`config.mk`:
```
export PLATFORM = sky130hd
export DESIGN_NAME = elog_ctrl
export DESIGN_NICKNAME = d
export VERILOG_FILES = /design/src/rtl/elog_pkg.sv /design/src/rtl/elog_cfg_map.sv /design/src/rtl/elog_ptrs.sv /design/src/rtl/elog_cursor.sv /design/src/rtl/elog_ctrl.sv
export SDC_FILE = /design/constraint.sdc
export NUM_CORES = 1
export LEC_CHECK = 0
export BUFFER_PORTS_ARGS = -buffer_cell sky130_fd_sc_hd__buf_2
export CORE_ASPECT_RATIO = 0.6
export CORE_UTILIZATION = 40
export CTS_CLUSTER_DIAMETER = 50
export DETAILED_ROUTE_END_ITERATION = 10
export HOLD_SLACK_MARGIN = 0.05
export PLACE_DENSITY_LB_ADDON = 0.2
export SLEW_MARGIN = 20
export SYNTH_ARGS = -nofsm -noshare
export SYNTH_HDL_FRONTEND = slang
export SYNTH_SLANG_ARGS = --single-unit
```
`constraint.sdc`:
```
create_clock -name clk -period 8.95 [get_ports clk]
set_input_delay 1.79 -clock clk [delete_from_list [all_inputs] [get_ports clk]]
set_output_delay 1.79 -clock clk [all_outputs]
set_load 0.05 [all_outputs]
```
`src/rtl/elog_pkg.sv`:
```
package elog_pkg;

    typedef enum logic [1:0] {
        ST_IDLE   = 2'd0,
        ST_ERASE  = 2'd1,
        ST_REBASE = 2'd2
    } elog_state_e;

    typedef enum logic [1:0] {
        CMD_NONE   = 2'd0,
        CMD_READ   = 2'd1,
        CMD_STREAM = 2'd2,
        CMD_REWIND = 2'd3
    } elog_cmd_e;

    localparam int N_CURSORS = 2;

endpackage

```
`src/rtl/elog_cfg_map.sv`:
```
module elog_cfg_map #(
    parameter int UNIT = 1000,
    parameter int AW   = 12,
    parameter int CW   = 12
) (
    input  logic [1:0]    code,
    output logic [AW-1:0] base,
    output logic [CW-1:0] cap
);
    always_comb begin
        base = AW'(int'(code) * UNIT);
        cap  = CW'((4 - int'(code)) * UNIT);
    end
endmodule

```
`src/rtl/elog_ptrs.sv`:
```
module elog_ptrs #(
    parameter int CW = 12
) (
    input  logic          clk,
    input  logic          rst_n,
    input  logic          clr,
    input  logic          rec,
    input  logic [CW-1:0] cap,
    output logic [CW-1:0] fp,
    output logic [CW-1:0] wp,
    output logic [CW-1:0] cnt,
    output logic          full
);
    logic [CW-1:0] fp_inc, wp_inc;

    always_comb begin
        full   = (cnt == cap);
        fp_inc = (fp + 1'b1 == cap) ? '0 : fp + 1'b1;
        wp_inc = (wp + 1'b1 == cap) ? '0 : wp + 1'b1;
    end

    always_ff @(posedge clk or negedge rst_n) begin
        if (!rst_n) begin
            fp  <= '0;
            wp  <= '0;
            cnt <= '0;
        end else if (clr) begin
            fp  <= '0;
            wp  <= '0;
            cnt <= '0;
        end else if (rec) begin
            wp <= wp_inc;
            if (full) fp  <= fp_inc;
            else      cnt <= cnt + 1'b1;
        end
    end
endmodule

```
`src/rtl/elog_cursor.sv`:
```
module elog_cursor #(
    parameter int CW = 12
) (
    input  logic          clk,
    input  logic          rst_n,
    input  logic          clr,
    input  logic          rewind,
    input  logic          adv,
    input  logic          drop,
    output logic [CW-1:0] off
);
    always_ff @(posedge clk or negedge rst_n) begin
        if (!rst_n) begin
            off <= '0;
        end else if (clr || rewind) begin
            off <= '0;
        end else if (drop) begin
            if (off != '0) off <= off - 1'b1;
        end else if (adv) begin
            off <= off + 1'b1;
        end
    end
endmodule

```
`src/rtl/elog_ctrl.sv`:
```
module elog_ctrl
    import elog_pkg::*;
#(
    parameter int UNIT = 1000,
    parameter int DW   = 8,
    localparam int MEM_WORDS = 4 * UNIT,
    localparam int AW = $clog2(MEM_WORDS),
    localparam int CW = $clog2(MEM_WORDS + 1)
) (
    input  logic          clk,
    input  logic          rst_n,
    input  logic          cfg_wr,
    input  logic [1:0]    cfg_code,
    output logic          busy,
    input  logic          rec_req,
    input  logic [DW-1:0] rec_data,
    input  logic [1:0]    cmd,
    output logic          rd_valid,
    output logic [DW-1:0] rd_data,
    output logic          rd_empty,
    output logic          st_empty,
    output logic          log_full,
    input  logic          usr_req,
    input  logic [AW-1:0] usr_addr,
    output logic          usr_ack,
    output logic [AW-1:0] mem_addr,
    output logic          mem_we,
    output logic [DW-1:0] mem_wdata,
    input  logic [DW-1:0] mem_rdata
);
    elog_state_e   state_q, state_d;
    logic [1:0]    code_q, pend_q;
    logic [AW-1:0] sweep_q;
    logic          rd_valid_q;

    logic [AW-1:0] base;
    logic [CW-1:0] cap, fp, wp, cnt;
    logic          full, clr, idle;
    logic          cfg_go, rec_go, rw_go;
    logic [N_CURSORS-1:0] cur_go, cur_empty;
    logic [CW-1:0] cur_off [N_CURSORS];
    logic [CW-1:0] cur_slot [N_CURSORS];
    elog_cmd_e     cmd_e;

    function automatic logic [CW-1:0] wrap_add(input logic [CW-1:0] a,
                                               input logic [CW-1:0] b,
                                               input logic [CW-1:0] m);
        logic [CW:0] s;
        s = {1'b0, a} + {1'b0, b};
        if (s >= {1'b0, m}) s = s - {1'b0, m};
        return s[CW-1:0];
    endfunction

    elog_cfg_map #(.UNIT(UNIT), .AW(AW), .CW(CW)) u_map (
        .code (code_q),
        .base (base),
        .cap  (cap)
    );

    elog_ptrs #(.CW(CW)) u_ptrs (
        .clk   (clk),
        .rst_n (rst_n),
        .clr   (clr),
        .rec   (rec_go),
        .cap   (cap),
        .fp    (fp),
        .wp    (wp),
        .cnt   (cnt),
        .full  (full)
    );

    // Request decode: size write beats record beats cursor command.
    always_comb begin
        cmd_e  = elog_cmd_e'(cmd);
        idle   = (state_q == ST_IDLE);
        clr    = (state_q == ST_REBASE);
        cfg_go = idle && cfg_wr;
        rec_go = idle && !cfg_wr && rec_req;
        rw_go  = idle && !cfg_wr && !rec_req && (cmd_e == CMD_REWIND);
        cur_go[0] = idle && !cfg_wr && !rec_req && (cmd_e == CMD_READ)   && !cur_empty[0];
        cur_go[1] = idle && !cfg_wr && !rec_req && (cmd_e == CMD_STREAM) && !cur_empty[1];
    end

    for (genvar g = 0; g < N_CURSORS; g++) begin : g_cur
        elog_cursor #(.CW(CW)) u_cur (
            .clk    (clk),
            .rst_n  (rst_n),
            .clr    (clr),
            .rewind (rw_go),
            .adv    (cur_go[g]),
            .drop   (rec_go && full),
            .off    (cur_off[g])
        );
        assign cur_empty[g] = (cur_off[g] == cnt);
        assign cur_slot[g]  = wrap_add(fp, cur_off[g], cap);
    end

    // State register
    always_ff @(posedge clk or negedge rst_n) begin
        if (!rst_n) state_q <= ST_IDLE;
        else        state_q <= state_d;
    end

    always_comb begin
        state_d = state_q;
        unique case (state_q)
            ST_IDLE:   if (cfg_wr) state_d = ST_ERASE;
            ST_ERASE:  if (sweep_q == AW'(MEM_WORDS - 1)) state_d = ST_REBASE;
            ST_REBASE: state_d = ST_IDLE;
            default:   state_d = ST_IDLE;
        endcase
    end

    // Datapath registers
    always_ff @(posedge clk or negedge rst_n) begin
        if (!rst_n) begin
            code_q     <= 2'b00;
            pend_q     <= 2'b00;
            sweep_q    <= '0;
            rd_valid_q <= 1'b0;
        end else begin
            rd_valid_q <= |cur_go;
            if (cfg_go) begin
                pend_q  <= cfg_code;
                sweep_q <= '0;
            end else if (state_q == ST_ERASE) begin
                sweep_q <= sweep_q + 1'b1;
            end
            if (clr) code_q <= pend_q;
        end
    end

    // Outputs
    always_comb begin
        busy      = 1'b0;
        mem_we    = 1'b0;
        mem_addr  = '0;
        mem_wdata = '0;
        unique case (state_q)
            ST_ERASE: begin
                busy     = 1'b1;
                mem_we   = 1'b1;
                mem_addr = sweep_q;
            end
            ST_REBASE: begin
                busy = 1'b1;
            end
            ST_IDLE: begin
                if (rec_go) begin
                    mem_we    = 1'b1;
                    mem_addr  = base + AW'(wp);
                    mem_wdata = rec_data;
                end else if (cur_go[0]) begin
                    mem_addr = base + AW'(cur_slot[0]);
                end else if (cur_go[1]) begin
                    mem_addr = base + AW'(cur_slot[1]);
                end
            end
            default: busy = 1'b1;
        endcase
        rd_valid = rd_valid_q;
        rd_data  = rd_valid_q ? mem_rdata : '0;
        rd_empty = cur_empty[0];
        st_empty = cur_empty[1];
        log_full = full;
        usr_ack  = usr_req && idle && (usr_addr < base);
    end
endmodule

```
# Word level (Yosys, flattened, before mapping)
# Cells that the tools add are included.
# Widths: inputs -> output; s select.
# totals
regBits,79
in_bits,37
output_inout_bits,35
wordCells,113
# op_classes
add_sub_neg,16
multipliers,2
magnitude_cmp,3
n_eq_ne,16
mux,35
reduce_logical,31
# ops
op,n
$mux 12,25
$add 12x1->12 const B,6
$eq 12x12->1,5
$add 12x12->12,3
$mul 32x8->9 const B,1
$add 12x12->13,2
$ge 13x12->1,2
$mux 8,3
$pmux 12 s2,1
$reduce_bool 12->1,2
$sub 12x1->12 const B,2
$sub 12x12->12,2
$eq 12x12->1 const B,1
$logic_and 1x1->1,12
$lt 12x12->1,1
$reduce_and 2->1,5
$mul 2x7->9 const B,1
$eq 2x2->1 const B,3
$reduce_bool 2->1,3
$reduce_bool 3->1,2
$eq 2x1->1 const B,2
$logic_not 1->1,4
$mux 2,2
$ne 2x2->1 const B,2
other kinds (10),11

# Depth between registers and ports, before layout
# Gate-level depths: netlist of the first run.
# logic_depth
ltp_word,9
mapped_depth,27
ltp_nobuf,26

# Hierarchy
# From an unflattened synthesis of the first run, not the netlist that was laid out.
# unflattened
cells_unflattened,1344
area_unflattened_um2,10695.3
# modules_own_cells
module,n_inst,cells_each,area_per_inst_um2,seq_area_each_um2
elog_ctrl,1,744,5566.6,475.5
elog_ptrs,1,347,2891.5,900.9
elog_cursor,2,108,954.7,300.3
elog_cfg_map,1,37,327.8,0.0

# Worst setup path after synthesis of the first run
# No wires, ideal clock.
# synth_timing
kind,register to output
startpoint,reg code_q[0]
endpoint,out mem_addr[9]
t_arrival_ns,6.768
slack_ns,0.392
path_stages_with_launch,25
path_buffers,4
path_cell_list,dfrtp_1 -> clkbuf_1 -> inv_1 -> ha_1 -> clkbuf_1 -> xor2_1 -> ha_1 -> fa_1 -> buf_4 -> xnor2_1 -> xnor2_1 -> ha_1 -> nand4_1 -> nor4_1 -> a2111oi_0 -> o211ai_1 -> clkbuf_1 -> mux2i_1 -> ha_1 -> fa_1 -> a21o_1 -> a211oi_1 -> o21bai_1 -> xnor2_1 -> o21ai_0
# synth_via
elab_chain_len,9
# synth_lines
element,line_no,rtl
start: declaration,elog_ctrl.sv:32,"logic [1:0] code_q, pend_q;"
start signal: assignment,elog_ctrl.sv:129,if (clr) code_q <= pend_q;
$sub 3x2->4,elog_cfg_map.sv:12,cap = CW'((4 - int'(code)) * UNIT);
$mul 32x8->9,elog_cfg_map.sv:12,
$sub 12x12->12 / $ge 13x12->1 (equally long branches),elog_ctrl.sv:50,"if (s >= {1'b0, m}) s = s - {1'b0, m};"
$mux 12,elog_ctrl.sv:50,
$add 12x12->12,elog_ctrl.sv:156,mem_addr = base + AW'(cur_slot[1]);
$mux 12,elog_ctrl.sv:155,end else if (cur_go[1]) begin
$mux 12,elog_ctrl.sv:153,end else if (cur_go[0]) begin
$mux 12 *,elog_ctrl.sv:149,if (rec_go) begin
$pmux 12 s2 *,elog_ctrl.sv:139,unique case (state_q)
end: declaration,elog_ctrl.sv:26,"output logic [AW-1:0] mem_addr,"
# Every way passes the cells marked *; elsewhere a longest branch is shown, timed or not.

# Worst setup path after layout of the first run
# layout_timing
startpoint,reg u_ptrs.fp[0]
endpoint,out mem_addr[11]
# layout_via
elab_chain_len,8
# layout_lines
element,line_no,rtl
start: declaration,elog_ptrs.sv:9,"output logic [CW-1:0] fp,"
start signal: assignment,elog_ptrs.sv:33,if (full) fp <= fp_inc;
$add 12x12->13,elog_ctrl.sv:49,"s = {1'b0, a} + {1'b0, b};"
$sub 12x12->12 / $ge 13x12->1 (equally long branches),elog_ctrl.sv:50,
$mux 12,elog_ctrl.sv:50,
$add 12x12->12,elog_ctrl.sv:156,
$mux 12,elog_ctrl.sv:155,
$mux 12 *,elog_ctrl.sv:153,
$mux 12 *,elog_ctrl.sv:149,
$pmux 12 s2 *,elog_ctrl.sv:139,
# Marks and branches as above.

==> flow_summary.toml, run 1 <==
[detailed_routing]
ant_nets = 0
vias = 8102
via_per_inst = 5.58
avgRoutedWirePerCell_um = 18.8
wirelength_um = 27300
remaining_drc_errors = 0
dr.pass1.iters = 5
drt_iter0_drc = 740

[sta]
hold_viol = 0
tightest_slew_ns = 1.09
fmax_mhz = 118
relSlewSlack_pct = 27.5
finalClockSkew_ns = 0.0150
timing.final.crit_share_pct = 95.0
finalSetupTns_ns = 0
fin_hold_ws_ns = 0.491
drv_slew = 0
rsz0062_at_grt = "no"
fin_crit_ns = 8.51
setup_viol = 0
layout_setup_ws_ns = 0.444

[synthesis]
syn_inst = 1071
async_flop_share_pct = 100
yosysWarnings = 0
yosysSeqAreaShare_pct = 21.8
yosys.area_share.simple_pct = 19.4
synth_common_cells = "xnor2_1 (113), ha_1 (108), nor2_1 (97)"
synth_ff_type = "dfrtp_1"
synth_top_family_by_area = "simple AND/OR/NAND/NOR gates"
post_synth_xor_area_fraction_pct = 15.8
synth-compound-area-share_pct = 18.5
synth_top_cell_by_area = "dfrtp_1"
yosysTopAreaCellShare_pct = 21.8
synth_mux_area_share_pct = 3.53
netlist_top_cells_area = "dfrtp_1 (22%), ha_1 (15%), xnor2_1 (11%), nor2_1 (4.0%), xor2_1 (3.7%)"
synth.distinct_cells = 66
synth_seq_cells = 79
synth_fa_ha_area_share_pct = 17.3
yosysMostFrequentCell = "xnor2_1"
syn-cell-area_um2 = 9060
synth_edf_count = 0
syn-num-nets = 1227
avgSynthCellArea_um2 = 8.46

[outcome]
run_status = "finished, final reports clean"

[power]
powerDensity_nw_per_um2 = 75.1
p_leak_nw = 4.90
peakVddDrop_uv = 84.3

[floorplan]
dieHeight_um = 119
num_rows = 42
io_pins = 72
start_util_pct = 41.0
dieWidth_um = 196
core_um2 = 22100
die-area_um2 = 23300

[cells_and_area]
layout-drive-gt1-share_pct = 11.9
syn_to_final_growth_pct = 11.8
diodes = 0
instances_no_fill = 1451
final_net_count = 1294
design_area_um2 = 10100

[setup_path]
worstSetupPathType = "flip-flop to primary output"
arrival_ns = 6.72
start_kind = "flip-flop"
cp-end-kind = "primary output"
worst-endpoint-required_ns = 7.16
crit_fanout = 7

[run]
max-cap-violations = 0

[clock_tree]
cts-root-buf = "clkbuf_16"
tritoncts = "done"
cts-buffers-inserted = 9
clk_pin_slew_ns = 0.07
cts_max_path_buffers = 2
clock_latency_ns = 0.36
clock_sinks = 79
h-tree-depth = 3
cts_hold_buffers = 0

[global_route]
antenna_found_initial = 0
grt_pass1_wl_um = 42700
grt_usage_pct = 24.0
grt_overflow = 0
grt_pass1_vias = 7373
grt_max_degree = 69

[placement]
place_hpwl_um = 21500
placed_cells = 1434
place_congestion = 0.906
port_buffers = 68
pre_cts_slack_ns = 0.629
place_area_um2 = 9820

[hold_path]
hold_path_class = "flip-flop to flip-flop"
==> routing by layer <==
layer  vias up  wire length [um]  GRT usage (%)
met5         -                 0              0
met4         0               246           4.20
met3        19              2440           7.48
met2       242             10000           30.1
met1      3854             14600           38.5
li1       3987                 -              -
==> area by class of cell <==
cell class / count / area, um2
fillers: 2182 / 12000
multi-input cells: 910 / 6770
flip-flops and latches: 79 / 1980
repair buffers: 92 / 523
well taps: 308 / 385
clock buffers: 9 / 225
inverters: 46 / 174
clock inverters: 7 / 71.3
==> path summary, 6_finish.rpt <==
check                                         start                                 end  slack [ns]  depth (start not counted)
setup / recovery           u_ptrs.fp[0]$_DFFE_PN0P_                        mem_addr[11]        0.44                         26
setup reg to reg              code_q[1]$_DFFE_PN0P_  g_cur[0].u_cur.off[11]$_DFFE_PN0P_        2.60                         20
hold / removal                pend_q[1]$_DFFE_PN0P_               pend_q[1]$_DFFE_PN0P_        0.49                          2
min in group asynchronous                     rst_n                  rd_valid$_DFF_PN0_        1.26                          1
max in group asynchronous                     rst_n   g_cur[0].u_cur.off[0]$_DFFE_PN0P_        6.48                          2
hold reg to reg               pend_q[1]$_DFFE_PN0P_               pend_q[1]$_DFFE_PN0P_        0.49                          2
==> placed cells by master (no fill, tap or decap), drive strengths merged, types with 32 or more instances in the layout <==
cell type and n:
a21oi 64, nor2 97, xor2 38, inv 51
nand2 84, buf 92, o21ai 59, xnor2 113
ha 108, a21o 32, dfrtp 79
==> flip-flops by register name, indices dropped and copies added, names as in the netlist <==
signal           count
rd_valid             1
sweep_q             12
u_ptrs.wp           12
pend_q               2
state_q              2
code_q               2
u_ptrs.fp           12
u_ptrs.cnt          12
g_cur.u_cur.off     24
==> cell families (layout without fill, tap and decap cells) <==
| family | count (synthesis) | after routing |
|---|---|---|
| AO/OA/AOI/OAI | 250 | 250 |
| XOR/XNOR | 156 | 156 |
| adder cells (fa/ha/maj) | 119 | 119 |
| buffers and inverters | 82 | 154 |
| flip-flops | 79 | 79 |
| multiplexers | 31 | 31 |
| AND/OR/NAND/NOR | 354 | 354 |
==> worst max-delay path, stage by stage (launching register included) <==
cell	delay (ns)
dfrtp_1	0.47
ha_1	0.24
inv_1	0.06
fa_1	0.41
nand2b_1	0.18
a21oi_1	0.30
o31ai_1	0.13
a21boi_0	0.31
nor2_1	0.09
xnor2_1	0.21
ha_1	0.34
nand3_1	0.13
o211ai_1	0.15
o311ai_0	0.44
o211ai_1	0.28
mux2i_1	0.18
ha_1	0.22
fa_1	0.41
a21o_1	0.19
a211oi_1	0.31
o21ai_0	0.15
o211ai_1	0.14
xnor2_1	0.17
xnor2_1	0.14
a222oi_1	0.33
o21ai_1	0.12
buf_2	0.23
==> through the flow <==
| step | util, % | power (mW) |
|---|---|---|
| 2_1_floorplan | - | 0.369 |
| 3_3_place_gp | 44.4 | 0.385 |
| 6_report | 45.8 | 0.761 |
| 4_1_cts | 45.7 | 0.773 |
| 3_5_place_dp | 44.4 | 0.386 |
| 5_1_grt | 45.8 | 0.786 |
==> report_power, final <==
group | internal (mW) | switching (mW) | total, mW
clock | 0.198 | 0.185 | 0.383
combinational | 0.00867 | 0.0119 | 0.0206
sequential | 0.357 | 0.000646 | 0.358
total | 0.563 | 0.197 | 0.761
==> repair_timing <==
action	4_1_cts	5_1_grt
buffers inserted	0	1
resized for setup	0	2
setup endpoints to repair	0	2
No activity file was read; power rests on OpenSTA's default activity.
==> inputs of run 2 (changes only) <==
==> constraint.sdc (replaced) <==
create_clock -name clk -period 8.95 [get_ports clk]
set_input_delay 0.4475 -clock clk [delete_from_list [all_inputs] [get_ports clk]]
set_output_delay 0.4475 -clock clk [all_outputs]
set_load 0.05 [all_outputs]
==> run 2 against run 1 <==
Effect of this change:
- non-clock buffer count decreased by 10
- sequential power about the same
- core utilization decreased by 0.25 points
- critical path depth decreased by 1
- first-iteration DRC count decreased by 24%
- worst hold slack got worse by 0.22 ns
- die area unchanged
- routed wire length decreased by 1.6%
- total power increased by 2.6%
- largest cell class unchanged
- final cell count decreased by 0.69%
- clock power increased by 5%
- sequential share of layout area increased by 0.094 points
==> flow_summary.toml, run 2 (synthesized netlist as in run 1, its figures left out) <==
[power]
peakVddDrop_uv = 78.0
power_mw = 0.780
power.switching_mw = 0.191
seqPwrFrac_pct = 45.8
p_clk_share_pct = 51.5
swShare_pct = 24.4
powerDensity_nw_per_um2 = 77.5
p_leak_nw = 4.86
intPower_mw = 0.590
pwr-share-comb_pct = 2.7

[cells_and_area]
layout-drive-gt1-share_pct = 11.0
diodes = 0
syn_to_final_growth_pct = 11.2
nFillCells = 2223
mostFrequentLayoutCells = "xnor2_1 (113), ha_1 (108), nor2_1 (97), nand2_1 (83), dfrtp_1 (79)"
instances_no_fill = 1441
mostFrequentLayoutCell = "xnor2_1"
largest_reg_flops = 24
largest-register = "g_cur.u_cur.off"
final_net_count = 1284
design_area_um2 = 10100

[hold_path]
hp-start = "cfg_code[0]"
hold_path_class = "input pin to flip-flop"
whs_path_depth = 3
holdPathEnd = "pend_q[0]$_DFFE_PN0P_"

[floorplan]
dieHeight_um = 119
start_util_pct = 41.0
num_rows = 42
io_pins = 72
die-area_um2 = 23300
dieWidth_um = 196
core_um2 = 22100

[clock_tree]
cts-buffers-inserted = 9
clock_sinks = 79
cts-root-buf = "clkbuf_16"
clk_pin_slew_ns = 0.07
cts_setup_buffers = 0
h-tree-depth = 3
tritoncts = "done"
clock_latency_ns = 0.36
cts_max_path_buffers = 2

[setup_path]
critPathSlowestCell = "dfrtp_1"
start_kind = "flip-flop"
r2r-start = "code_q[1]$_DFFE_PN0P_"
worstSetupPathType = "flip-flop to primary output"
worst-endpoint-required_ns = 8.50
rrSetupSlack_ns = 2.01
worst-path-buf-inv = 3
arrival_ns = 7.64
r2r_cells = 19
critical_path.top_delay_family = "adder cells"
cp-end-kind = "primary output"
r2r_end = "g_cur[0].u_cur.off[11]$_DFFE_PN0P_"
slowest_delay_ns = 0.72
crit_fanout = 12

[sta]
timing.final.crit_share_pct = 90.4
setup_viol = 0
fmax_mhz = 124
tightest_slew_ns = 0.988
rsz0062_at_grt = "no"
fin_crit_ns = 8.09
finalClockSkew_ns = 0.0121
finalSetupTns_ns = 0
layout_setup_ws_ns = 0.858
hold_viol = 0
relSlewSlack_pct = 33.9
drv_slew = 0

[global_route]
grt_max_degree = 68
antenna_found_initial = 0
grt_pass1_vias = 7523
grt_overflow = 0
grt_pass1_wl_um = 42400
grt_usage_pct = 23.7

[placement]
place_congestion = 0.961
port_buffers = 68
placed_cells = 1423
place_area_um2 = 9740
place_hpwl_um = 21000
pre_cts_slack_ns = 1.33

[detailed_routing]
ant_nets = 0
vias = 8115
avgRoutedWirePerCell_um = 18.6
via_per_inst = 5.63
wirelength_um = 26900
remaining_drc_errors = 0
drt_iter0_drc = 559
dr.pass1.iters = 5

[run]
max-cap-violations = 0

[outcome]
run_status = "finished, final reports clean"
==> run 2: metal layers <==
| metal | up-vias | routed length [um] | share of wire (%) | global-route usage, % |
|---|---|---|---|---|
| met5 | - | 0 | 0 | 0 |
| met4 | 0 | 298 | 1.1 | 4.69 |
| met3 | 20 | 2070 | 7.7 | 4.59 |
| met2 | 241 | 10000 | 37 | 30.6 |
| met1 | 3874 | 14500 | 54 | 38.9 |
| li1 | 3980 | - | - | - |
==> run 2: how the worst max path moves through the flow <==
stage                                     start           end  slack (ns)  depth (start not counted)
after CTS                 code_q[1]$_DFFE_PN0P_  mem_addr[11]        0.89                         25
after global placement    code_q[1]$_DFFE_PN0P_  mem_addr[11]        1.46                         25
after detailed placement  code_q[1]$_DFFE_PN0P_  mem_addr[11]        1.33                         25
after global routing      code_q[1]$_DFFE_PN0P_  mem_addr[11]        0.44                         25
final                     code_q[1]$_DFFE_PN0P_  mem_addr[11]        0.86                         25
after floorplan           code_q[0]$_DFFE_PN0P_   mem_addr[9]        1.73                         24
==> run 2: through the flow <==
step                utilization, %  hold WS, ns
floorplan                        -        0.152
global placement              44.0        0.317
detailed placement            44.0        0.314
CTS                           45.5        0.267
global route                  45.5        0.293
finish                        45.5        0.276
==> run 2: timing repair <==
item,in CTS,in global routing
endpoints found under the hold margin,12,0
hold buffers,1,0
resized for setup,0,0
==> run 2: tightest hold or removal path: cells and delay by family <==
family | cells | cell delay, ns
buf+inv | 1 | 0.07
simple gates | 2 | 0.08
==> run 2: layout make-up <==
cell class / count / area (um2) / area share, %
well taps: 308 / 385 / 3.83
multi-input cells: 910 / 6770 / 67.2
inverters: 46 / 174 / 1.73
clock inverters: 7 / 87.6 / 0.869
flip-flops and latches: 79 / 1980 / 19.6
clock buffers: 9 / 225 / 2.24
repair buffers: 82 / 450 / 4.47
==> run 2: power groups by stage <==
stage                     Sequential [mW]  Combinational, mW  Clock [mW]
final                               0.358             0.0208       0.402
after global routing                0.358             0.0242       0.424
after detailed placement            0.365             0.0212           0
after global placement              0.365             0.0210           0
after floorplan                     0.364            0.00463           0
after CTS                           0.358             0.0216       0.412
